### src/rtl/rxc_pkg.sv
package rxc_pkg;
  localparam int unsigned RXC_DATA_W    = 32;
  localparam int unsigned RXC_ADDR_W    = 2;
  localparam logic [1:0]  RXC_ADDR_CTRL = 2'd0;
  localparam logic [1:0]  RXC_ADDR_STAT = 2'd1;
  localparam int unsigned RXC_RI_BIT    = 6;

  // Timeout length in clocks for a given step count and prescaler width.
  function automatic int unsigned rxc_period(input int unsigned steps,
                                             input int unsigned pre_w);
    return steps << pre_w;
  endfunction
endpackage

### src/rtl/rxc_regs.sv
module rxc_regs
  import rxc_pkg::*;
#(
  parameter int unsigned DATA_W = RXC_DATA_W,
  parameter int unsigned ADDR_W = RXC_ADDR_W,
  parameter int unsigned CNT_W  = 8
) (
  input  logic              clk,
  input  logic              rst_n,
  input  logic              we,
  input  logic [ADDR_W-1:0] addr,
  input  logic [DATA_W-1:0] wdata,
  input  logic              st_i,
  output logic [CNT_W-1:0]  cnt_o,
  output logic              kill_o,
  output logic              clr_o,
  output logic [DATA_W-1:0] rdata
);
  logic [CNT_W-1:0] cnt_q;
  logic             ctrl_wr;
  logic             stat_wr;

  assign ctrl_wr = we && (addr == ADDR_W'(RXC_ADDR_CTRL));
  assign stat_wr = we && (addr == ADDR_W'(RXC_ADDR_STAT));
  assign kill_o  = ctrl_wr && (wdata[CNT_W-1:0] == '0);
  assign clr_o   = stat_wr && wdata[RXC_RI_BIT];
  assign cnt_o   = cnt_q;

  always_ff @(posedge clk) begin
    if (!rst_n)       cnt_q <= '0;
    else if (ctrl_wr) cnt_q <= wdata[CNT_W-1:0];
  end

  always_comb begin
    rdata = '0;
    if (addr == ADDR_W'(RXC_ADDR_CTRL))      rdata[CNT_W-1:0]  = cnt_q;
    else if (addr == ADDR_W'(RXC_ADDR_STAT)) rdata[RXC_RI_BIT] = st_i;
  end


  count_write_chk: assert property (@(posedge clk) disable iff (!rst_n)
    ctrl_wr |=> (cnt_q == $past(wdata[CNT_W-1:0])));


  count_hold_chk: assert property (@(posedge clk) disable iff (!rst_n)
    !ctrl_wr |=> $stable(cnt_q));
endmodule

### src/rtl/rxc_timer.sv
module rxc_timer
  import rxc_pkg::*;
#(
  parameter int unsigned CNT_W = 8,
  parameter int unsigned PRE_W = 8
) (
  input  logic             clk,
  input  logic             rst_n,
  input  logic [CNT_W-1:0] cnt_i,
  input  logic             start_req_i,
  input  logic             cancel_i,
  input  logic             kill_i,
  output logic             expire_o,
  output logic             running_o
);
  localparam int unsigned AGE_W = CNT_W + PRE_W;

  logic             run_q;
  logic [PRE_W-1:0] pre_q;
  logic [CNT_W-1:0] down_q;
  logic             pre_last;
  logic             start;

  assign pre_last  = &pre_q;
  assign expire_o  = run_q && pre_last && (down_q == '0) && !kill_i && !cancel_i;
  assign start     = !run_q && start_req_i && (cnt_i != '0) && !kill_i && !cancel_i;
  assign running_o = run_q;

  always_ff @(posedge clk) begin
    if (!rst_n) begin
      run_q  <= 1'b0;
      pre_q  <= '0;
      down_q <= '0;
    end else if (cancel_i || kill_i || expire_o) begin
      run_q  <= 1'b0;
      pre_q  <= '0;
      down_q <= '0;
    end else if (run_q) begin
      pre_q <= pre_q + 1'b1;
      if (pre_last) down_q <= down_q - 1'b1;
    end else if (start) begin
      run_q  <= 1'b1;
      pre_q  <= '0;
      down_q <= cnt_i - 1'b1;
    end
  end

  // Checker-side run age: counts edges since the start of the run.
  logic [AGE_W-1:0] age_q;
  logic [CNT_W-1:0] load_q;
  always_ff @(posedge clk) begin
    if (!rst_n) begin
      age_q  <= '0;
      load_q <= '0;
    end else if (start) begin
      age_q  <= '0;
      load_q <= cnt_i;
    end else if (run_q) begin
      age_q  <= age_q + 1'b1;
    end
  end


  run_needs_count_chk: assert property (@(posedge clk) disable iff (!rst_n)
    run_q |-> (cnt_i != '0));


  expire_period_chk: assert property (@(posedge clk) disable iff (!rst_n)
    expire_o |-> (32'(age_q) + 32'd1 == rxc_period(32'(load_q), PRE_W)));


  expire_halts_chk: assert property (@(posedge clk) disable iff (!rst_n)
    expire_o |=> !run_q);


  no_restart_chk: assert property (@(posedge clk) disable iff (!rst_n)
    (run_q && !cancel_i && !kill_i && !expire_o) |=> (pre_q == $past(pre_q) + 1'b1));


  cancel_idles_chk: assert property (@(posedge clk) disable iff (!rst_n)
    cancel_i |=> !run_q);


  kill_idles_chk: assert property (@(posedge clk) disable iff (!rst_n)
    kill_i |=> !run_q);
endmodule

### src/rtl/rxc_status.sv
module rxc_status (
  input  logic clk,
  input  logic rst_n,
  input  logic set_i,
  input  logic clr_i,
  input  logic irq_en_i,
  output logic st_o,
  output logic irq_o
);
  logic st_q;

  always_ff @(posedge clk) begin
    if (!rst_n) st_q <= 1'b0;
    else        st_q <= set_i || (st_q && !clr_i);
  end

  assign st_o  = st_q;
  assign irq_o = st_q && irq_en_i;


  set_wins_chk: assert property (@(posedge clk) disable iff (!rst_n)
    set_i |=> st_q);


  clear_works_chk: assert property (@(posedge clk) disable iff (!rst_n)
    (clr_i && !set_i) |=> !st_q);


  sticky_chk: assert property (@(posedge clk) disable iff (!rst_n)
    (!set_i && !clr_i) |=> $stable(st_q));
endmodule

### src/rtl/rx_coalesce_wdog.sv
module rx_coalesce_wdog
  import rxc_pkg::*;
#(
  parameter int unsigned CNT_W = 8,
  parameter int unsigned PRE_W = 8
) (
  input  logic                  clk,
  input  logic                  rst_n,
  input  logic                  reg_we,
  input  logic [RXC_ADDR_W-1:0] reg_addr,
  input  logic [RXC_DATA_W-1:0] reg_wdata,
  output logic [RXC_DATA_W-1:0] reg_rdata,
  input  logic                  frm_done,
  input  logic                  frm_hold,
  input  logic                  irq_en,
  output logic                  rx_irq
);
  logic [CNT_W-1:0] cnt;
  logic             cnt_kill;
  logic             st_clr;
  logic             st;
  logic             frm_defer;
  logic             frm_cancel;
  logic             tmr_expire;
  logic             tmr_running;
  logic             st_set;

  assign frm_defer  = frm_done && frm_hold;
  assign frm_cancel = frm_done && !frm_hold;
  assign st_set     = tmr_expire || frm_cancel;

  rxc_regs #(.DATA_W(RXC_DATA_W), .ADDR_W(RXC_ADDR_W), .CNT_W(CNT_W)) regs_i (
    .clk(clk), .rst_n(rst_n), .we(reg_we), .addr(reg_addr), .wdata(reg_wdata),
    .st_i(st), .cnt_o(cnt), .kill_o(cnt_kill), .clr_o(st_clr), .rdata(reg_rdata)
  );

  rxc_timer #(.CNT_W(CNT_W), .PRE_W(PRE_W)) timer_i (
    .clk(clk), .rst_n(rst_n), .cnt_i(cnt), .start_req_i(frm_defer),
    .cancel_i(frm_cancel), .kill_i(cnt_kill), .expire_o(tmr_expire),
    .running_o(tmr_running)
  );

  rxc_status status_i (
    .clk(clk), .rst_n(rst_n), .set_i(st_set), .clr_i(st_clr),
    .irq_en_i(irq_en), .st_o(st), .irq_o(rx_irq)
  );


  kill_no_set_chk: assert property (@(posedge clk) disable iff (!rst_n)
    (tmr_running && cnt_kill && !frm_cancel && !st && !st_clr) |=> !st);


  cancel_sets_chk: assert property (@(posedge clk) disable iff (!rst_n)
    frm_cancel |=> (st && !tmr_running));
endmodule

### config.mk
export PLATFORM = sky130hd
export DESIGN_NAME = rx_coalesce_wdog
export DESIGN_NICKNAME = d
export VERILOG_FILES = /design/src/rtl/rxc_pkg.sv /design/src/rtl/rxc_regs.sv /design/src/rtl/rxc_timer.sv /design/src/rtl/rxc_status.sv /design/src/rtl/rx_coalesce_wdog.sv
export SDC_FILE = /design/constraint.sdc
export NUM_CORES = 1
export LEC_CHECK = 0
export BUFFER_PORTS_ARGS = -buffer_cell sky130_fd_sc_hd__buf_2
export CORE_MARGIN = 3
export CORE_UTILIZATION = 48
export DETAILED_ROUTE_END_ITERATION = 8
export HOLD_SLACK_MARGIN = 0.06
export PLACE_DENSITY = 0.76
export SETUP_SLACK_MARGIN = 0.5
export SYNTH_ARGS = -nofsm -noshare
export SYNTH_HDL_FRONTEND = slang
export SYNTH_HIERARCHICAL = 1
export SYNTH_SLANG_ARGS = --single-unit
### constraint.sdc
create_clock -name clk -period 2.5 [get_ports clk]
set_clock_uncertainty 0.2 [all_clocks]
set_input_delay 0.25 -clock clk [delete_from_list [all_inputs] [get_ports clk]]
set_output_delay 0.25 -clock clk [all_outputs]
set_load 0.005 [all_outputs]
* After elaboration in Yosys (flattened, before gate mapping)
Cells that the tools add are included.
** Word-level totals
- Memory bits (read-only) :: 0
- Bits in writable memories :: 0
- Latch bits :: 0
- Register bits :: 26
- Memories kept :: 0
- Input bits :: 40
- Logic and storage cells :: 55
- Output and inout bits :: 33
** Operators by class
- Eq/ne operators :: 2
- Multiply operators :: 0
- Add/subtract/negate cells :: 3
- Bitwise gates (word level) :: 1
- Magnitude comparators :: 0
- Shift operators :: 0
- Div/mod/pow operators :: 0
- Reduce and logical (&&, ||, !) cells :: 33
- Muxes and demuxes :: 11
** Operators with widths (number)
- $mux 8 :: 5
- $logic_and 1x1->1 :: 16
- $logic_not 8->1 :: 2
- $sub 8x1->8 const B :: 2
- $add 8x1->8 const B :: 1
- $reduce_and 8->1 :: 1
- $reduce_bool 8->1 :: 1
- $mux 6 :: 1
- $logic_not 1->1 :: 5
- $mux 1 :: 5
- $logic_or 1x1->1 :: 4
- $eq 2x1->1 const B :: 1
- $logic_not 2->1 :: 1
- $ne 2x2->1 const B :: 1
- $reduce_and 2->1 :: 1
- $reduce_bool 2->1 :: 1
- $reduce_or 2->1 :: 1
- $not 1->1 :: 1

* Depth between registers and ports, before layout
- Depth after elaboration :: 8
- Depth in mapped cells :: 9
- Gate-level depth less buffers :: 7

* Cells and area by module
Netlist, hierarchy kept.
** Modules (own cells, without submodules)
- rxc_timer :: cells each 144, times used 1, sequential area each 340.3 um^2, area each 1124.8 um^2
- rxc_regs :: cells each 75, times used 1, sequential area each 160.2 um^2, area each 611.8 um^2
- rxc_status :: cells each 4, times used 1, sequential area each 20.0 um^2, area each 48.8 um^2
- rx_coalesce_wdog :: cells each 3, times used 1, sequential area each 0.0 um^2, area each 27.5 um^2

* Worst setup path after synthesis
No wires, ideal clock.
- Path kind :: input-to-reg
- Start point :: input port reg_we
- End point :: register timer_i.down_q[7]
- Path slack :: 0.271 ns
- Library setup time :: 0.116 ns
- Path buffers :: 2
- Stages on the path :: 9
- Data required time :: 2.184 ns
- Data arrival time :: 1.912 ns
- Cells stage by stage :: nor3b_2 -> buf_6 -> and3_1 -> or4b_4 -> a31oi_2 -> or2_1 -> buf_4 -> nand2_1 -> a41o_1
** Between the ends
- Word-level cells in the longest chain between the ends :: 7
- Elaborated cells between the ends (all ways) :: 12
- Those cells by class :: reduce/logical: 12
** RTL lines
- start, declared :: RTL line rx_coalesce_wdog.sv:9 : input logic reg_we,
- $logic_and 1x1->1 (*) :: RTL line rxc_regs.sv:23 : assign ctrl_wr = we && (addr == ADDR_W'(RXC_ADDR_CTRL));
- $logic_and 1x1->1 (*) :: RTL line rxc_regs.sv:25 : assign kill_o = ctrl_wr && (wdata[CNT_W-1:0] == '0);
- via cnt_kill :: RTL line rx_coalesce_wdog.sv:19 : logic cnt_kill;
- $logic_not 1->1 :: RTL line rxc_timer.sv:25, rxc_timer.sv:26
- $logic_and 1x1->1, on equally long branches (2 in series) :: RTL line rxc_timer.sv:26, rxc_timer.sv:25
- $reduce_bool 2->1 (no source line) or $logic_or 1x1->1 (tied branches)
- $reduce_and 2->1 (no source line) or $reduce_or 2->1 (tied branches)
- end signal, assigned :: RTL line rxc_timer.sv:40 : if (pre_last) down_q <= down_q - 1'b1;
- end signal, assigned :: RTL line rxc_timer.sv:44 : down_q <= cnt_i - 1'b1;
- end, declared :: RTL line rxc_timer.sv:20 : logic [CNT_W-1:0] down_q;
Mark *: on every way through the listed nets, which the timed path passes. The rest lies on a longest branch.
A chain may end at the register's enable or synchronous reset.

* Final worst setup path
- Start point :: register timer_i.run_q, in the netlist timer_i/running_o
- End point :: register timer_i.down_q[4]
** Between the ends
- Word-level cells in the longest chain between the ends :: 7
- Elaborated cells between the ends (all ways) :: 15
- Those cells by class :: eq/ne: 1; mux: 1; reduce/logical: 13
** RTL lines
- start, declared :: RTL line rxc_timer.sv:18 : logic run_q;
- start signal, assigned :: RTL line rxc_timer.sv:31 : run_q <= 1'b0;
- start signal, assigned :: RTL line rxc_timer.sv:35 : run_q <= 1'b0;
- start signal, assigned :: RTL line rxc_timer.sv:42 : run_q <= 1'b1;
- $logic_not 1->1 :: RTL line rxc_timer.sv:26 : assign start = !run_q && start_req_i && (cnt_i != '0) && !kill_i && !cancel_i;
- $logic_and 1x1->1 (4 in series) :: RTL line rxc_timer.sv:26
- $reduce_bool 2->1 (no source line)
- $reduce_and 2->1 (no source line)
Parallel ways exist; a longest one is shown, timed or not.

==> qor.csv <==
metric,value,unit
status,"complete, no violations",
worst hold path class,in2reg,
Crit Path Class,reg2reg,
hpwl dp,2.88,mm
die height,67.5,um
LEAKAGE,0.908,nW
Initial DRC Count,126,
Yosys reg bits,26,
CP max FO,8,
number of port buffers,24,
post-layout util,66.1,%
first-pass GRT wire length,7.29,mm
initial antenna violation count,0,
clk sink count,26,
"most common cell after layout, fill and taps aside",nand2_1,
CTS tree,done,
total iterations of the first detailed-routing run,4,
total CTS buffers,3,
# DRC,0,
CP arrival,2010,ps
Final min period,2040,ps
Synth Warn #,6,
number of buffers and inverters on the critical path,1,
maximum clock insertion buffer count,2,
Worst Hold Depth,2,
Mapped Cells,226,
core area,0.00349,sq mm
Synth Flop Type,dfxtp_1,
PwrDens,419,mW/mm^2
Detailed Route WL,5.05,mm
crit path cell chain,mux2i_4 > ha_4 > buf_4 > nand2_1 > o21a_1 > o21ai_0 > a21oi_1,
unrepaired setup endpoints after global routing,yes,
Setup TNS,0,ps
# IOs,73,
diode count,0,
Cell Rows,21,
slew margin rel.,62.0,%
final global-route overflow total,0,
GPL Wtd Cong,0.782,
Hold Slack,173,ps
"Avg Cell Area, Syn",8.02,sq um
max-slew violation count,0,
initial cell density of the core,51.9,%
Peak VDD IR,0.000324,V
DRT antenna net count,0,
Synth-to-Final Area Change,27.4,%
CTS H-Tree Depth,1,
most frequent cells in the layout,"nand2_1, buf_2, conb_1",
Unique masters post-synth,49,
vias in the first global route,1474,
pre-CTS setup slack,84.2,ps
Clock Tree Root,clkbuf_8,
crit start category,flip-flop,
Worst path max stage delay,450,ps
layout cells sized above 1,30.6,%
"CP delay by family, top",compound AO/OA/AOI/OAI gates,
NumNets Final,311,
DR vias,1806,
Worst-path clk slew,90,ps
Finish-stage setup viols,0,
Die Wd,67.5,um
total power,0.968,mW
"Seq/Total Area, Yosys",28.7,%
fin cells,314,
Worst Tran Pin Value,565,ps
gr usage total,20.9,%
Post-synth EDFFs,0,
r2r worst-path depth,7,
Max Clk Rate,489,MHz
Worst R2R Setup Slack,460,ps
worst skew pair latency,280,ps
Reg2Reg Launch Point,timer_i/running_o,
Post-Syn Area,0.00181,sq mm
Hold Path End,status_i/st_o,
Worst Min Path Start,rst_n,
placement-stage cell area,0.00192,sq mm
slowest CP cell,dfxtp_4,
largest net degree at the start of global routing,20,
Final WS setup,456,ps
r2r endpoint,timer_i/down_q[4],
final hold vios,0,
DIE AREA,0.00455,sq mm
Vias/cell,5.75,
maxcap violations,0,
final instance area,0.00231,sq mm
wire length per cell,16.1,um
dpl cells,294,
asr flop ratio synth,0,%
Crit. End Element,flip-flop,
Crit path required time,2470,ps
Final period util,81.8,%
==> cell usage after synthesis (5+ instances only) <==
master	instances	area (sq um)
o21ai_0	7	35.0
and2_1	8	50.1
a31oi_1	5	31.3
nor2_1	18	67.6
a21oi_1	12	60.1
mux2i_1	15	150
nor4_1	5	31.3
nand2_1	27	101
buf_4	26	195
dfxtp_1	26	521
nor3_1	9	45.0
inv_1	6	22.5
nand4_1	5	31.3
==> worst max-delay path by stage <==
| stage | startpoint | to | slack (ps) | cells past startpoint |
|---|---|---|---|---|
| 2_1_floorplan | reg_we | timer_i/down_q[7] | 320 | 9 |
| 3_5_place_dp | timer_i/running_o | timer_i/down_q[4] | 80 | 7 |
| 3_3_place_gp | reg_we | timer_i/down_q[7] | 140 | 8 |
| 5_1_grt | timer_i/running_o | timer_i/down_q[4] | 370 | 7 |
| 6_report | timer_i/running_o | timer_i/down_q[4] | 460 | 7 |
| 4_1_cts | timer_i/running_o | timer_i/down_q[6] | 500 | 5 |
==> repair_timing <==
item                                    CTS  global route
hold endpoints to repair                  8             0
endpoints found under the setup margin   18            17
setup buffers                             3             3
hold buffers                              8             0
cloned                                    1             1
resized for setup                        13            28
pin swaps                                 2            10
==> sequential cells by signal, summed over array words and instances, names as in the netlist <==
signal / flops
timer_i/running_o: 1
regs_i/cnt_o: 8
status_i/st_o: 1
timer_i/down_q: 8
timer_i/pre_q: 8
==> metal layers <==
| metal | GRT usage (%) | part of all wire, % | vias to the layer above |
|---|---|---|---|
| met2 | 35.1 | 51 | 82 |
| met4 | 6.33 | 3.2 | 0 |
| met3 | 2.33 | 6.5 | 19 |
| met1 | 28.1 | 39 | 860 |
| met5 | 0 | 0 | - |
| li1 | - | - | 845 |
==> cells by family after synthesis <==
family          share of synthesized area [%]
compound gates                           17.5
xor+xnor                                0.483
fa+ha+maj                                1.38
buf+inv                                  14.2
flops                                    28.7
mux                                      8.28
other cells                             0.207
simple gates                             29.2
==> where the power goes <==
group | switching [mW] | internal, mW | total (mW)
registers | 0.0252 | 0.426 | 0.451
logic | 0.124 | 0.112 | 0.236
clock network | 0.140 | 0.141 | 0.281
total | 0.289 | 0.679 | 0.968
==> cell type report <==
type                            instances  area (sq um)
Fill cell                             279          1180
Sequential cell                        26           528
Multi-Input combinational cell        185          1310
Clock buffer                            4          55.1
Timing Repair Buffer                   47           332
Tap cell                               46          57.6
Inverter                                6          26.3
No activity file was read; power rests on OpenSTA's default activity.
